<file path="src/rtl/rssi_sched_pkg.sv">
package rssi_sched_pkg;

   typedef enum logic [1:0] {
      PH_IDLE  = 2'd0,
      PH_DELAY = 2'd1,
      PH_MEAS  = 2'd2,
      PH_WAIT  = 2'd3
   } rssi_phase_e;

   // restart event vector bit positions
   localparam int unsigned EVT_N   = 5;
   localparam int unsigned EV_LOCK = 0;
   localparam int unsigned EV_AGC  = 1;
   localparam int unsigned EV_RXON = 2;
   localparam int unsigned EV_GCHG = 3;
   localparam int unsigned EV_WR   = 4;

   // events that may restart the sequence for a given trigger mode
   function automatic logic [EVT_N-1:0] mode_mask(input logic [2:0] mode);
      logic [EVT_N-1:0] m;
      m = '0;
      case (mode)
         3'd0: m[EV_LOCK] = 1'b1;
         3'd1: m[EV_AGC]  = 1'b1;
         3'd2: m[EV_RXON] = 1'b1;
         3'd3: m[EV_GCHG] = 1'b1;
         3'd4: m[EV_WR]   = 1'b1;
         3'd5: begin
            m[EV_GCHG] = 1'b1;
            m[EV_AGC]  = 1'b1;
         end
         default: m[EV_RXON] = 1'b1;   // 6 and 7 fold onto mode 2
      endcase
      return m;
   endfunction

endpackage

</file>
<file path="src/rtl/rssi_trig_sel.sv">
module rssi_trig_sel
   import rssi_sched_pkg::*;
(
   input  logic       clk,
   input  logic       rst_n,
   input  logic       gain_locked,
   input  logic       agc_en_pin,
   input  logic       rx_enter,
   input  logic       gain_chg,
   input  logic       cfg_wr,
   input  logic [2:0] trig_mode,
   output logic       restart
);

   localparam int unsigned LVL_N = 2;

   logic [LVL_N-1:0] lvl;
   logic [LVL_N-1:0] rise;
   logic [EVT_N-1:0] evt;

   assign lvl = {agc_en_pin, gain_locked};

   // rising-edge detection on the level-type sources
   for (genvar i = 0; i < LVL_N; i++) begin : g_edge
      logic prev_q;
      always_ff @(posedge clk or negedge rst_n) begin
         if (!rst_n) prev_q <= 1'b0;
         else        prev_q <= lvl[i];
      end
      assign rise[i] = lvl[i] & ~prev_q;
   end

   always_comb begin
      evt          = '0;
      evt[EV_LOCK] = rise[0];
      evt[EV_AGC]  = rise[1];
      evt[EV_RXON] = rx_enter;
      evt[EV_GCHG] = gain_chg;
      evt[EV_WR]   = cfg_wr;
   end

   always_ff @(posedge clk or negedge rst_n) begin
      if (!rst_n) restart <= 1'b0;
      else        restart <= |(evt & mode_mask(trig_mode));
   end

endmodule

</file>
<file path="src/rtl/rssi_unit_tick.sv">
module rssi_unit_tick #(
   parameter int unsigned DIV_W = 8
) (
   input  logic             clk,
   input  logic             rst_n,
   input  logic [DIV_W-1:0] clk_per_us,
   input  logic             unit_is_smp,
   input  logic             smp_vld,
   output logic             unit_step
);

   logic [DIV_W-1:0] pc_q;
   logic [DIV_W-1:0] lim;
   logic             us_tick;

   // a divide value of zero behaves as one
   assign lim     = (clk_per_us == '0) ? '0 : clk_per_us - 1'b1;
   assign us_tick = (pc_q >= lim);

   always_ff @(posedge clk or negedge rst_n) begin
      if (!rst_n)       pc_q <= '0;
      else if (us_tick) pc_q <= '0;
      else              pc_q <= pc_q + 1'b1;
   end

   assign unit_step = unit_is_smp ? smp_vld : us_tick;

endmodule

</file>
<file path="src/rtl/rssi_phase_fsm.sv">
module rssi_phase_fsm
   import rssi_sched_pkg::*;
#(
   parameter int unsigned TIM_W = 8,
   parameter int unsigned DUR_W = 16
) (
   input  logic             clk,
   input  logic             rst_n,
   input  logic             restart,
   input  logic             unit_step,
   input  logic             win_done,
   input  logic [TIM_W-1:0] delay_len,
   input  logic [TIM_W-1:0] wait_len,
   input  logic [DUR_W-1:0] dur_len,
   output rssi_phase_e      phase
);

   rssi_phase_e      ph_q, ph_d;
   logic [TIM_W-1:0] tcnt_q, tcnt_d;
   logic [DUR_W-1:0] dcnt_q, dcnt_d, dcnt_nxt;
   logic             run;
   logic             dur_hit;

   always_comb begin
      run      = (ph_q == PH_MEAS) || (ph_q == PH_WAIT);
      dcnt_nxt = dcnt_q;
      if (run && unit_step && (dcnt_q != '1))
         dcnt_nxt = dcnt_q + 1'b1;
      dur_hit = (dcnt_nxt >= dur_len);

      ph_d   = ph_q;
      tcnt_d = tcnt_q;
      dcnt_d = dcnt_nxt;

      if (restart) begin
         ph_d   = PH_DELAY;
         tcnt_d = '0;
         dcnt_d = '0;
      end else begin
         case (ph_q)
            PH_IDLE: dcnt_d = dcnt_q;
            PH_DELAY: begin
               dcnt_d = '0;
               if (tcnt_q == delay_len) begin
                  ph_d   = PH_MEAS;
                  tcnt_d = '0;
               end else if (unit_step) begin
                  tcnt_d = tcnt_q + 1'b1;
               end
            end
            PH_MEAS: begin
               if (win_done) begin
                  tcnt_d = '0;
                  ph_d   = dur_hit ? PH_IDLE : PH_WAIT;
               end
            end
            PH_WAIT: begin
               if (dur_hit) begin
                  ph_d = PH_IDLE;
               end else if (tcnt_q == wait_len) begin
                  ph_d   = PH_MEAS;
                  tcnt_d = '0;
               end else if (unit_step) begin
                  tcnt_d = tcnt_q + 1'b1;
               end
            end
            default: ph_d = PH_IDLE;
         endcase
      end
   end

   always_ff @(posedge clk or negedge rst_n) begin
      if (!rst_n) begin
         ph_q   <= PH_IDLE;
         tcnt_q <= '0;
         dcnt_q <= '0;
      end else begin
         ph_q   <= ph_d;
         tcnt_q <= tcnt_d;
         dcnt_q <= dcnt_d;
      end
   end

   assign phase = ph_q;

endmodule

</file>
<file path="src/rtl/rssi_accum.sv">
module rssi_accum #(
   parameter int unsigned SMP_W   = 16,
   parameter int unsigned LOG_MAX = 8,
   parameter int unsigned LW      = 4
) (
   input  logic             clk,
   input  logic             rst_n,
   input  logic             clr,
   input  logic             meas_en,
   input  logic             smp_vld,
   input  logic [SMP_W-1:0] smp_pwr,
   input  logic [LW-1:0]    win_log2,
   output logic             win_done,
   output logic [SMP_W-1:0] rssi_avg,
   output logic             rssi_rdy
);

   localparam int unsigned CNT_W = LOG_MAX + 1;
   localparam int unsigned ACC_W = SMP_W + LOG_MAX;

   logic [LW-1:0] log_eff;
   assign log_eff = (win_log2 > LW'(LOG_MAX)) ? LW'(LOG_MAX) : win_log2;

   if (LOG_MAX == 0) begin : g_single
      // one-sample windows: the mean is the sample itself
      assign win_done = meas_en & smp_vld & ~clr;
      always_ff @(posedge clk or negedge rst_n) begin
         if (!rst_n) begin
            rssi_avg <= '0;
            rssi_rdy <= 1'b0;
         end else begin
            rssi_rdy <= win_done;
            if (win_done) rssi_avg <= smp_pwr;
         end
      end
   end else begin : g_acc
      logic [ACC_W-1:0] acc_q;
      logic [ACC_W-1:0] sum;
      logic [CNT_W-1:0] scnt_q;
      logic [CNT_W-1:0] last;

      assign last     = (CNT_W'(1) << log_eff) - CNT_W'(1);
      assign sum      = acc_q + ACC_W'(smp_pwr);
      assign win_done = meas_en & smp_vld & ~clr & (scnt_q == last);

      always_ff @(posedge clk or negedge rst_n) begin
         if (!rst_n) begin
            acc_q    <= '0;
            scnt_q   <= '0;
            rssi_avg <= '0;
            rssi_rdy <= 1'b0;
         end else begin
            rssi_rdy <= 1'b0;
            if (clr || !meas_en) begin
               acc_q  <= '0;
               scnt_q <= '0;
            end else if (smp_vld) begin
               if (scnt_q == last) begin
                  acc_q    <= '0;
                  scnt_q   <= '0;
                  rssi_avg <= SMP_W'(sum >> log_eff);
                  rssi_rdy <= 1'b1;
               end else begin
                  acc_q  <= sum;
                  scnt_q <= scnt_q + 1'b1;
               end
            end
         end
      end
   end

endmodule

</file>
<file path="src/rtl/rssi_sched.sv">
module rssi_sched
   import rssi_sched_pkg::*;
#(
   parameter  int unsigned SMP_W   = 16,
   parameter  int unsigned TIM_W   = 8,
   parameter  int unsigned DUR_W   = 16,
   parameter  int unsigned DIV_W   = 8,
   parameter  int unsigned LOG_MAX = 8,
   localparam int unsigned LW      = (LOG_MAX < 1) ? 1 : $clog2(LOG_MAX + 1)
) (
   input  logic             clk,
   input  logic             rst_n,
   input  logic [SMP_W-1:0] smp_pwr,
   input  logic             smp_vld,
   input  logic             gain_locked,
   input  logic             agc_en_pin,
   input  logic             rx_enter,
   input  logic             gain_chg,
   input  logic             cfg_wr,
   input  logic [2:0]       trig_mode,
   input  logic             unit_is_smp,
   input  logic [DIV_W-1:0] clk_per_us,
   input  logic [TIM_W-1:0] delay_len,
   input  logic [TIM_W-1:0] wait_len,
   input  logic [DUR_W-1:0] dur_len,
   input  logic [LW-1:0]    win_log2,
   output logic [SMP_W-1:0] rssi_avg,
   output logic             rssi_rdy
);

   if (SMP_W < 1)    begin : g_bad_smp $error("SMP_W must be at least 1"); end
   if (TIM_W < 1)    begin : g_bad_tim $error("TIM_W must be at least 1"); end
   if (DUR_W < 1)    begin : g_bad_dur $error("DUR_W must be at least 1"); end
   if (DIV_W < 1)    begin : g_bad_div $error("DIV_W must be at least 1"); end
   if (LOG_MAX > 16) begin : g_bad_log $error("LOG_MAX must not exceed 16"); end

   logic        restart;
   logic        unit_step;
   logic        win_done;
   rssi_phase_e phase;

   rssi_trig_sel u_trig (
      .clk         (clk),
      .rst_n       (rst_n),
      .gain_locked (gain_locked),
      .agc_en_pin  (agc_en_pin),
      .rx_enter    (rx_enter),
      .gain_chg    (gain_chg),
      .cfg_wr      (cfg_wr),
      .trig_mode   (trig_mode),
      .restart     (restart)
   );

   rssi_unit_tick #(.DIV_W(DIV_W)) u_tick (
      .clk         (clk),
      .rst_n       (rst_n),
      .clk_per_us  (clk_per_us),
      .unit_is_smp (unit_is_smp),
      .smp_vld     (smp_vld),
      .unit_step   (unit_step)
   );

   rssi_phase_fsm #(.TIM_W(TIM_W), .DUR_W(DUR_W)) u_fsm (
      .clk       (clk),
      .rst_n     (rst_n),
      .restart   (restart),
      .unit_step (unit_step),
      .win_done  (win_done),
      .delay_len (delay_len),
      .wait_len  (wait_len),
      .dur_len   (dur_len),
      .phase     (phase)
   );

   rssi_accum #(.SMP_W(SMP_W), .LOG_MAX(LOG_MAX), .LW(LW)) u_acc (
      .clk      (clk),
      .rst_n    (rst_n),
      .clr      (restart),
      .meas_en  (phase == PH_MEAS),
      .smp_vld  (smp_vld),
      .smp_pwr  (smp_pwr),
      .win_log2 (win_log2),
      .win_done (win_done),
      .rssi_avg (rssi_avg),
      .rssi_rdy (rssi_rdy)
   );

endmodule

</file>
<file path="config.mk">
export PLATFORM = sky130hd
export DESIGN_NAME = rssi_sched
export DESIGN_NICKNAME = d
export VERILOG_FILES = /design/src/rtl/rssi_sched_pkg.sv /design/src/rtl/rssi_trig_sel.sv /design/src/rtl/rssi_unit_tick.sv /design/src/rtl/rssi_phase_fsm.sv /design/src/rtl/rssi_accum.sv /design/src/rtl/rssi_sched.sv
export SDC_FILE = /design/constraint.sdc
export NUM_CORES = 1
export LEC_CHECK = 0
export BUFFER_PORTS_ARGS = -buffer_cell sky130_fd_sc_hd__buf_2
export CORE_MARGIN = 3
export CORE_UTILIZATION = 60
export DETAILED_ROUTE_END_ITERATION = 6
export MAX_ROUTING_LAYER = met4
export PLACE_DENSITY_LB_ADDON = 0.15
export SLEW_MARGIN = 10
export SYNTH_ARGS = -nofsm -noshare
export SYNTH_HDL_FRONTEND = slang
export SYNTH_SLANG_ARGS = --single-unit
</file>
<file path="constraint.sdc">
create_clock -name clk -period 6 [get_ports clk]
set_clock_uncertainty 0.15 [all_clocks]
set_input_delay 0.3 -clock clk [delete_from_list [all_inputs] [get_ports clk]]
set_output_delay 0.3 -clock clk [all_outputs]
set_load 0.1 [all_outputs]
</file>
==> qor.txt, run 1 <==
DR WL met3 -> 1340 um
Worst-Skew Late Latency -> 350 ps
Max Clk Rate -> 0.182 GHz
Antenna Violating Nets Remaining -> 0
GP Congestion -> 0.918
FFs w/ async S/R, synth -> 1.00
Setup violations, final -> 0
Mux cell area share after synthesis -> 0.0216
Final Net Count -> 1085
Setup TNS -> 0 ps
Leak -> 3.72 nW
Area grow syn2layout -> 11.0%
CP max FO -> 19
Yosys reg bits -> 87
Crit share post-route -> 0.917
H-tree level count -> 3
Worst Path Required -> 6090 ps
Adder-cell share of the synthesized area -> 0.0830
Ant diodes -> 0
Synth Cell Area -> 0.00718 sq mm
Slew HR -> 0.247
Syn Inst Count -> 902
PD cells -> 212 mW/mm^2
Setup Buffers After CTS -> 0
Post-Synth XOR/XNOR Area -> 0.0818
Met2 Routed Length -> 8750 um
Wl on met1 -> 8260 um
Routed WL per cell -> 16.7 um
Die ar. -> 0.0133 sq mm
Top FF cell, synth -> dfrtp_1
Worst path arrival time -> 5590 ps
Post-cts resize count -> 0
Synth top area cells -> dfrtp_1 30%, ha_1 8.0%, o21ai_0 6.4%
Post-layout min period -> 5500 ps
Combinational power share -> 0.269
Count leader, synth -> nand2_1
Top cell type's share of synthesized area -> 0.303
Avg Vias per Cell -> 6.32
Switch Pwr -> 0.000565 W
Fillers -> 980
Synth area leader -> dfrtp_1
CTS Hold Bufs -> 4
Iter 0 DRT Violations -> 643
CTS Buf Count -> 9
Die Width -> 115 um
Sequential power share -> 0.398
# IOs -> 89
Clock group share of total power -> 0.333
Critical Path Start Type -> input port
Total gr overflow -> 0
Post-synthesis simple-gate area fraction -> 0.210
Final std cells w/o fill -> 1113
Compound-Gate Fraction of Synth Area -> 0.252
Worst-path clk slew -> 60 ps
Core Footprint -> 0.0116 sq mm
TritonCTS clock tree -> yes
Crit path capture type -> register
Int Pwr -> 0.00112 W
Seq/Total Area, Yosys -> 0.303
CTS root buf -> clkbuf_16
Initial core utilization -> 0.621
Routed WL -> 18600 um
Port Buffers -> 88
Slew @ Worst Pin -> 1130 ps
Hold crit path type -> in2reg
Global-route wire length before repair -> 30900 um
DIE HEIGHT -> 115 um
Count of cell types in the netlist -> 76
Hold WS -> 68.2 ps
Top Layer Used -> met4
Syn Nets -> 1021
Final Slew Violations -> 0
Number of synthesized flops with an enable pin -> 0
Status -> finished clean
Final HPWL DP -> 13500 um
RSZ-0062 raised after global routing -> false
Gr usage total -> 0.296
Drc violations -> 0
Synth top cells by count -> 103 x nand2_1, 92 x o21ai_0, 87 x dfrtp_1, 83 x nor2_1, 58 x a21oi_1
Max-Cap Viols -> 0
Placement Rows -> 39
Max IR drop VDD -> 0.000172 V
Switching Fraction -> 0.335
YS warnings -> 0
TritonRoute pass-1 iters -> 7
DR vias -> 7034
Main combinational cell family by area after synthesis -> compound AO/OA/AOI/OAI gates
Share of cells above drive strength 1 -> 0.134
CTS Buffer Depth -> 2
Vias in the first global route -> 6389
Initial antenna violation count -> 0
Largest net degree at the start of global routing -> 60
Crit Path Class -> in2reg
Finished Core Util -> 0.689
Average cell area after synthesis -> 7.96 sq um
Clk sink count -> 87
Power Total -> 0.00169 W
Final hold viol count -> 0
Placed Cells -> 1094
critical path: stages:
cell,delay [ps]
buf_2,110
inv_1,60
ha_1,150
nor2b_1,250
nand3b_1,150
or3_1,410
and2_1,200
ha_1,260
nand2b_1,140
a21o_1,170
a21oi_1,130
o21ai_0,140
a2111oi_0,520
nor3_2,110
buf_4,220
nand3_1,200
buf_4,170
nor2_1,40
xor2_1,140
ha_1,310
nand4_1,90
a211oi_1,210
a21oi_1,170
o211ai_1,530
nor2_1,120
mux2_2,280
final cells by class:
type                            count  area (sq um)  share of cell area
Sequential cell                    87          2180               0.273
Multi-Input combinational cell    731          4660               0.585
Clock buffer                       11           233              0.0292
Inverter                           40           150              0.0188
Timing Repair Buffer               97           520              0.0653
Tap cell                          143           179              0.0225
Clock inverter                      4          47.5             0.00597
layout by cell type, fill, tap and decap left out, types with 4 or more instances in the layout:
cell / synthesis / final
a211o_1: 5 / 5
o41ai_1: 4 / 4
and2_1: 6 / 6
nand4_1: 12 / 12
dlygate4sd3_1: 0 / 4
o31ai_1: 13 / 13
buf_4: 1 / 6
nand2b_1: 10 / 10
or2_2: 5 / 5
xnor2_1: 36 / 36
nor2b_1: 9 / 9
inv_1: 39 / 39
o21ai_0: 92 / 92
nand3_1: 36 / 36
xor2_1: 31 / 31
a211oi_1: 16 / 16
a22o_1: 6 / 6
nor2_1: 83 / 83
a21o_1: 14 / 14
mux2_2: 6 / 6
a31oi_1: 15 / 15
a41oi_1: 8 / 8
nand2_1: 103 / 103
clkbuf_16: 0 / 9
and3_1: 13 / 13
a21oi_1: 58 / 58
mux2i_1: 5 / 5
nor3_1: 21 / 19
ha_1: 46 / 46
buf_2: 6 / 87
dfrtp_1: 87 / 87
o211ai_1: 11 / 11
a221oi_1: 5 / 5
through the flow:
stage | setup slack [ps] | area [sq um]
final | 497 | 7970
after global routing | 10.9 | 7970
after CTS | 526 | 7970
after detailed placement | 192 | 7650
after global placement | 292 | 7650
after floorplan | 837 | 7180
path summary, 6_finish.rpt:
path | slack (ps) | startpoint | cells after the start | end
setup / recovery | 500 | clk_per_us[0] | 26 | u_fsm.tcnt_q[0]
max in group asynchronous | 4360 | rst_n | 3 | u_acc.g_acc.acc_q[20]
min in group asynchronous | 250 | rst_n | 2 | u_fsm.dcnt_q[13]
hold / removal | 70 | rx_enter | 3 | u_trig.restart
setup reg to reg | 1260 | u_tick.pc_q[0] | 20 | u_fsm.tcnt_q[0]
hold reg to reg | 320 | u_acc.rssi_avg[13] | 2 | u_acc.rssi_avg[13]
power groups by stage:
stage          combinational (W)  sequential (W)  clock (W)
5_1_grt                 0.000511        0.000677   0.000593
4_1_cts                 0.000451        0.000670   0.000571
3_3_place_gp            0.000438        0.000680          0
6_report                0.000454        0.000671   0.000562
2_1_floorplan           0.000335        0.000668          0
3_5_place_dp            0.000446        0.000681          0
per-layer routing:
layer / track usage / vias to the layer above
met5: - / -
met4: 0.0759 / 0
met3: 0.0547 / 28
met2: 0.459 / 315
met1: 0.403 / 3282
li1: - / 3409
logic make-up after synthesis:
group	Yosys count
and+or+nand+nor	320
adders and majority gates	47
buffers and inverters	84
xor gates and xnor gates	67
muxes	13
DFF	87
AOI/OAI and AO/OA	284
sequential cells by signal, summed over array words and instances, names as in the netlist:
register and flops:
u_acc.g_acc.acc_q 24, u_acc.g_acc.scnt_q 9, u_acc.rssi_avg 16, u_acc.rssi_rdy 1
u_fsm.dcnt_q 16, u_fsm.phase 2, u_fsm.tcnt_q 8, u_tick.pc_q 8
u_trig.g_edge.prev_q 2, u_trig.restart 1
Note: power is estimated with default switching activity, not from simulation.
==> run 2: changes to the inputs <==
- CTS_BUF_LIST: unset -> sky130_fd_sc_hd__clkbuf_2 sky130_fd_sc_hd__clkbuf_4 sky130_fd_sc_hd__clkbuf_8
- PLACE_DENSITY: unset -> 0.91
- PLACE_DENSITY_LB_ADDON: 0.15 -> unset
==> qor.txt, run 2 (synthesis gave the netlist of run 1 again) <==
Vias in the first global route -> 6341 (was 6389)
Post-layout min period -> 5460 ps (was 5500 ps)
Initial antenna violation count -> 0 (unchanged)
Ant diodes -> 0 (unchanged)
Die Width -> 115 um (unchanged)
Slew @ Worst Pin -> 1060 ps (was 1130 ps)
Final HPWL DP -> 13400 um (was 13500 um)
DR vias -> 7093 (was 7034)
Leak -> 3.68 nW (was 3.72 nW)
RSZ-0062 raised after global routing -> false (unchanged)
Global-route wire length before repair -> 30100 um (was 30900 um)
Routed WL -> 18100 um (was 18600 um)
PD cells -> 196 mW/mm^2 (was 212 mW/mm^2)
Final Slew Violations -> 0 (unchanged)
Max-Cap Viols -> 0 (unchanged)
CTS Buffer Depth -> 2 (unchanged)
Worst path arrival time -> 5580 ps (was 5590 ps)
Avg Vias per Cell -> 6.36 (was 6.32)
Routed WL per cell -> 16.3 um (was 16.7 um)
Setup Buffers After CTS -> 0 (unchanged)
Crit path capture type -> register (unchanged)
Largest Register -> u_acc.g_acc.acc_q (unchanged)
Crit Path Class -> in2reg (unchanged)
# IOs -> 89 (unchanged)
Setup violations, final -> 0 (unchanged)
Iter 0 DRT Violations -> 658 (was 643)
Status -> finished clean (unchanged)
Max reg flops -> 24 (unchanged)
Worst-Skew Late Latency -> 390 ps (was 350 ps)
Clk sink count -> 87 (unchanged)
Largest net degree at the start of global routing -> 74 (was 60)
Placement Rows -> 39 (unchanged)
Gr usage total -> 0.283 (was 0.296)
Crit share post-route -> 0.911 (was 0.917)
Worst Path Required -> 6110 ps (was 6090 ps)
Antenna Violating Nets Remaining -> 0 (unchanged)
Hold WS -> 61.8 ps (was 68.2 ps)
Initial core utilization -> 0.621 (unchanged)
CP max FO -> 17 (was 19)
CTS Buf Count -> 9 (unchanged)
CTS root buf -> clkbuf_8 (was clkbuf_16)
Port Buffers -> 88 (unchanged)
Most frequent cells in the layout -> 103 x nand2_1, 92 x o21ai_0, 87 x buf_2, 87 x dfrtp_1, 83 x nor2_1 (unchanged)
Total gr overflow -> 0 (unchanged)
GP Congestion -> 0.974 (was 0.918)
Area grow syn2layout -> 9.95% (was 11.0%)
Register area -> 0.00218 sq mm (unchanged)
Fillers -> 967 (was 980)
Drc violations -> 0 (unchanged)
TritonRoute pass-1 iters -> 5 (was 7)
Largest stage delay, worst path -> 560 ps (was 530 ps)
Hold crit path type -> in2reg (unchanged)
Multi-input gate area -> 0.00466 sq mm (unchanged)
TritonCTS clock tree -> yes (unchanged)
Critical Path Start Type -> input port (unchanged)
Commonest non-fill, non-tap cell in the layout -> nand2_1 (unchanged)
Die ar. -> 0.0133 sq mm (unchanged)
Largest regs -> u_acc.g_acc.acc_q (24), u_acc.rssi_avg (16), u_fsm.dcnt_q (16) (unchanged)
Slew HR -> 0.291 (was 0.247)
Core Footprint -> 0.0116 sq mm (unchanged)
Setup TNS -> 0 ps (unchanged)
Worst path slowest cell -> o211ai_1 (unchanged)
Final Net Count -> 1086 (was 1085)
Share of cells above drive strength 1 -> 0.138 (was 0.134)
Max Clk Rate -> 0.183 GHz (was 0.182 GHz)
Worst-path clk slew -> 80 ps (was 60 ps)
H-tree level count -> 3 (unchanged)
Max IR drop VDD -> 0.000139 V (was 0.000172 V)
Final hold viol count -> 0 (unchanged)
Power Total -> 0.00155 W (was 0.00169 W)
DIE HEIGHT -> 115 um (unchanged)
run 2: cell type report:
cell class | instances | area share
inverter | 40 | 0.0190
sequential | 87 | 0.276
clock buffer | 9 | 0.0157
timing repair buffer | 98 | 0.0669
multi-input combinational | 731 | 0.591
tap | 143 | 0.0227
clock inverter | 7 | 0.00919
run 2: power by group:
part           internal (W)  switching [W]  leakage [nW]
combinational      0.000180       0.000279          2.40
clock              0.000193       0.000228        0.0956
sequential         0.000622      0.0000487          1.19
total              0.000995       0.000556          3.68
run 2: per-stage QoR:
step / util / instance area (sq um) / std cells / setup slack [ps]
final: 0.682 / 7890 / 1115 / 536
after global routing: 0.682 / 7890 / 1115 / 83.1
after CTS: 0.682 / 7890 / 1115 / 580
after detailed placement: 0.662 / 7660 / 1095 / 204
after global placement: 0.662 / 7660 / 1095 / 363
after floorplan: - / 7180 / 902 / 837
run 2: worst max-delay path, delay by kind of cell:
kind / cells / cell delay [ps]
compound gates: 10 / 2200
fa+ha+maj: 3 / 700
buf+inv: 2 / 170
mux: 2 / 620
simple gates: 8 / 1590
run 2: path summary, 6_finish.rpt:
kind                            slack, ps  cells past startpoint                    end               from
worst min-delay path                   60                      3         u_trig.restart           rx_enter
worst min register to register        340                      2      u_acc.rssi_avg[5]  u_acc.rssi_avg[5]
max in group asynchronous            4370                      3      u_acc.rssi_avg[4]              rst_n
worst max-delay path                  540                     25        u_fsm.tcnt_q[0]      clk_per_us[0]
min in group asynchronous             140                      2  u_acc.g_acc.acc_q[11]              rst_n
worst max register to register       1280                     19        u_fsm.tcnt_q[0]     u_tick.pc_q[0]
run 2: repair_timing:
item / 4_1_cts / 5_1_grt
endpoints found under the hold margin: 17 / 0
hold buffers: 4 / 0
gates resized for setup: 0 / 0
run 2: routing by layer:
layer  global-route usage  vias to the layer above  wire [um]
li1                     -                     3411          -
met1                0.386                     3332       8050
met2                0.440                      318       8470
met3               0.0437                       32       1310
met4               0.0814                        0        295
met5                    -                        -          0
==> run 3: changes to the inputs <==
- BUFFER_PORTS_ARGS: -buffer_cell sky130_fd_sc_hd__buf_2 -> -buffer_cell sky130_fd_sc_hd__buf_4
==> qor.txt, run 3 (synthesis gave the netlist of run 1 again) <==
Status -> finished clean (unchanged)
Crit share post-route -> 0.904 (was 0.911)
Share of cells above drive strength 1 -> 0.138 (unchanged)
Crit path capture type -> register (unchanged)
Hold EP -> u_trig.restart (unchanged)
Crit Path Class -> in2reg (unchanged)
Critical Path Start Type -> input port (unchanged)
TritonRoute pass-1 iters -> 6 (was 5)
Largest regs -> u_acc.g_acc.acc_q (24), u_acc.rssi_avg (16), u_fsm.dcnt_q (16) (unchanged)
Reg-to-Reg End -> u_fsm.tcnt_q[0] (unchanged)
Leak -> 3.73 nW (was 3.68 nW)
Max-Cap Viols -> 0 (unchanged)
Avg Vias per Cell -> 6.34 (was 6.36)
Drc violations -> 0 (unchanged)
Worst-path clk slew -> 90 ps (was 80 ps)
TritonCTS clock tree -> yes (unchanged)
Commonest non-fill, non-tap cell in the layout -> nand2_1 (unchanged)
Die Width -> 115 um (unchanged)
CTS Hold Bufs -> 4 (unchanged)
Worst path arrival time -> 5540 ps (was 5580 ps)
Setup Buffers After CTS -> 0 (unchanged)
PD cells -> 187 mW/mm^2 (was 196 mW/mm^2)
Slew HR -> 0.248 (was 0.291)
Final std cells w/o fill -> 1115 (unchanged)
Largest net degree at the start of global routing -> 59 (was 74)
Routed WL per cell -> 16.6 um (was 16.3 um)
Fillers -> 956 (was 967)
Worst Path Required -> 6110 ps (about the same)
Vias in the first global route -> 6494 (was 6341)
Initial core utilization -> 0.621 (unchanged)
Final Slew Violations -> 0 (unchanged)
Final HPWL DP -> 13800 um (was 13400 um)
Max IR drop VDD -> 0.000109 V (was 0.000139 V)
Clk sink count -> 87 (unchanged)
Final hold viol count -> 0 (unchanged)
Hold crit path type -> in2reg (unchanged)
RSZ-0062 raised after global routing -> false (unchanged)
Worst-Skew Late Latency -> 380 ps (was 390 ps)
Antenna Violating Nets Remaining -> 0 (unchanged)
H-tree level count -> 3 (unchanged)
Most frequent cells in the layout -> 103 x nand2_1, 94 x buf_4, 92 x o21ai_0 (was 103 x nand2_1, 92 x o21ai_0, 87 x buf_2, 87 x dfrtp_1, 83 x nor2_1)
Setup violations, final -> 0 (unchanged)
DIE HEIGHT -> 115 um (unchanged)
Post-layout min period -> 5420 ps (was 5460 ps)
CP max FO -> 19 (was 17)
Iter 0 DRT Violations -> 571 (was 658)
Area grow syn2layout -> 12.7% (was 9.95%)
Global-route wire length before repair -> 30600 um (was 30100 um)
Max reg flops -> 24 (unchanged)
Die ar. -> 0.0133 sq mm (unchanged)
GP Congestion -> 1.01 (was 0.974)
Max Clk Rate -> 0.184 GHz (was 0.183 GHz)
DR vias -> 7070 (was 7093)
Worst r2r src -> u_tick.pc_q[0] (unchanged)
CTS Buf Count -> 9 (unchanged)
Setup TNS -> 0 ps (unchanged)
Final Net Count -> 1086 (unchanged)
Routed WL -> 18500 um (was 18100 um)
CTS Buffer Depth -> 2 (unchanged)
Initial antenna violation count -> 0 (unchanged)
R2R setup slack -> 1320 ps (was 1280 ps)
Gr usage total -> 0.290 (was 0.283)
Crit path launch -> clk_per_us[0] (unchanged)
Placed Cells -> 1095 (unchanged)
Core Footprint -> 0.0116 sq mm (unchanged)
Hold Path Cell Cnt -> 3 (unchanged)
Hold_sp -> rx_enter (unchanged)
Ant diodes -> 0 (unchanged)
R2r worst-path depth -> 20 (was 19)
# IOs -> 89 (unchanged)
CTS root buf -> clkbuf_8 (unchanged)
Post-cts resize count -> 0 (unchanged)
Slew @ Worst Pin -> 1130 ps (was 1060 ps)
Port Buffers -> 88 (unchanged)
Total gr overflow -> 0 (unchanged)
Largest Register -> u_acc.g_acc.acc_q (unchanged)
Placement Rows -> 39 (unchanged)
[run 3: cell count changes in the layout (fill, tap and decap cells not counted), sizes merged]
cell      previous run  this run
bufinv               1         0
clkinv               4         5
clkinvlp             2         3
inv                 40        39
[run 3: per-stage QoR]
| stage | worst slack [ps] | cell area, sq um | total power (W) | utilization | hold WS, ps |
|---|---|---|---|---|---|
| floorplan | 837 | 7180 | 0.00100 | - | -146 |
| global placement | 338 | 7870 | 0.00113 | 0.681 | 101 |
| detailed placement | 253 | 7870 | 0.00114 | 0.681 | 109 |
| CTS | 638 | 8090 | 0.00152 | 0.699 | 46.8 |
| global route | 64.0 | 8090 | 0.00162 | 0.699 | 70.7 |
| finish | 576 | 8090 | 0.00152 | 0.699 | 60.0 |
[run 3: critical path, stage by stage]
cell and delay, ps:
buf_4 110, inv_1 60, ha_1 160, nor2b_1 230, nand3b_1 150, or3_1 410, and2_1 200, ha_1 260
nand2b_1 140, a21o_1 170, a21oi_1 130, o21ai_0 120, a2111oi_0 540, nor3_2 110, buf_4 220, nand3_1 110
buf_4 160, nor2_1 50, xor2_1 150, ha_1 320, nand4_1 120, a211oi_1 200, a21oi_1 170, o211ai_1 540
nor2_1 110, mux2_2 280
[run 3: area by class of cell]
class | count | area, sq um | share of cell area
Clock buffer | 9 | 124 | 0.0153
Clock inverter | 7 | 50.0 | 0.00619
Inverter | 40 | 150 | 0.0186
Multi-Input combinational cell | 731 | 4660 | 0.576
Sequential cell | 87 | 2180 | 0.269
Tap cell | 143 | 179 | 0.0221
Timing Repair Buffer | 98 | 746 | 0.0922
[run 3: how the worst max path moves through the flow]
stage               depth (start not counted)  slack (ps)         endpoint
floorplan                                  27         840  u_fsm.tcnt_q[0]
global placement                           25         340  u_fsm.tcnt_q[0]
detailed placement                         26         250  u_fsm.tcnt_q[0]
CTS                                        25         640  u_fsm.tcnt_q[6]
global route                               26          60  u_fsm.tcnt_q[0]
finish                                     26         580  u_fsm.tcnt_q[0]
[run 3: per-layer routing]
layer  part of all wire  vias up  GRT usage
li1                   -     3404          -
met1               0.44     3339      0.388
met2               0.47      289      0.459
met3              0.071       38     0.0363
met4              0.018        0     0.0923
met5                  0        -          -
[run 3: power by group]
part           switching (W)  leakage, nW  internal [W]
sequential         0.0000475         1.19      0.000622
clock               0.000225       0.0812      0.000150
combinational       0.000278         2.45      0.000193
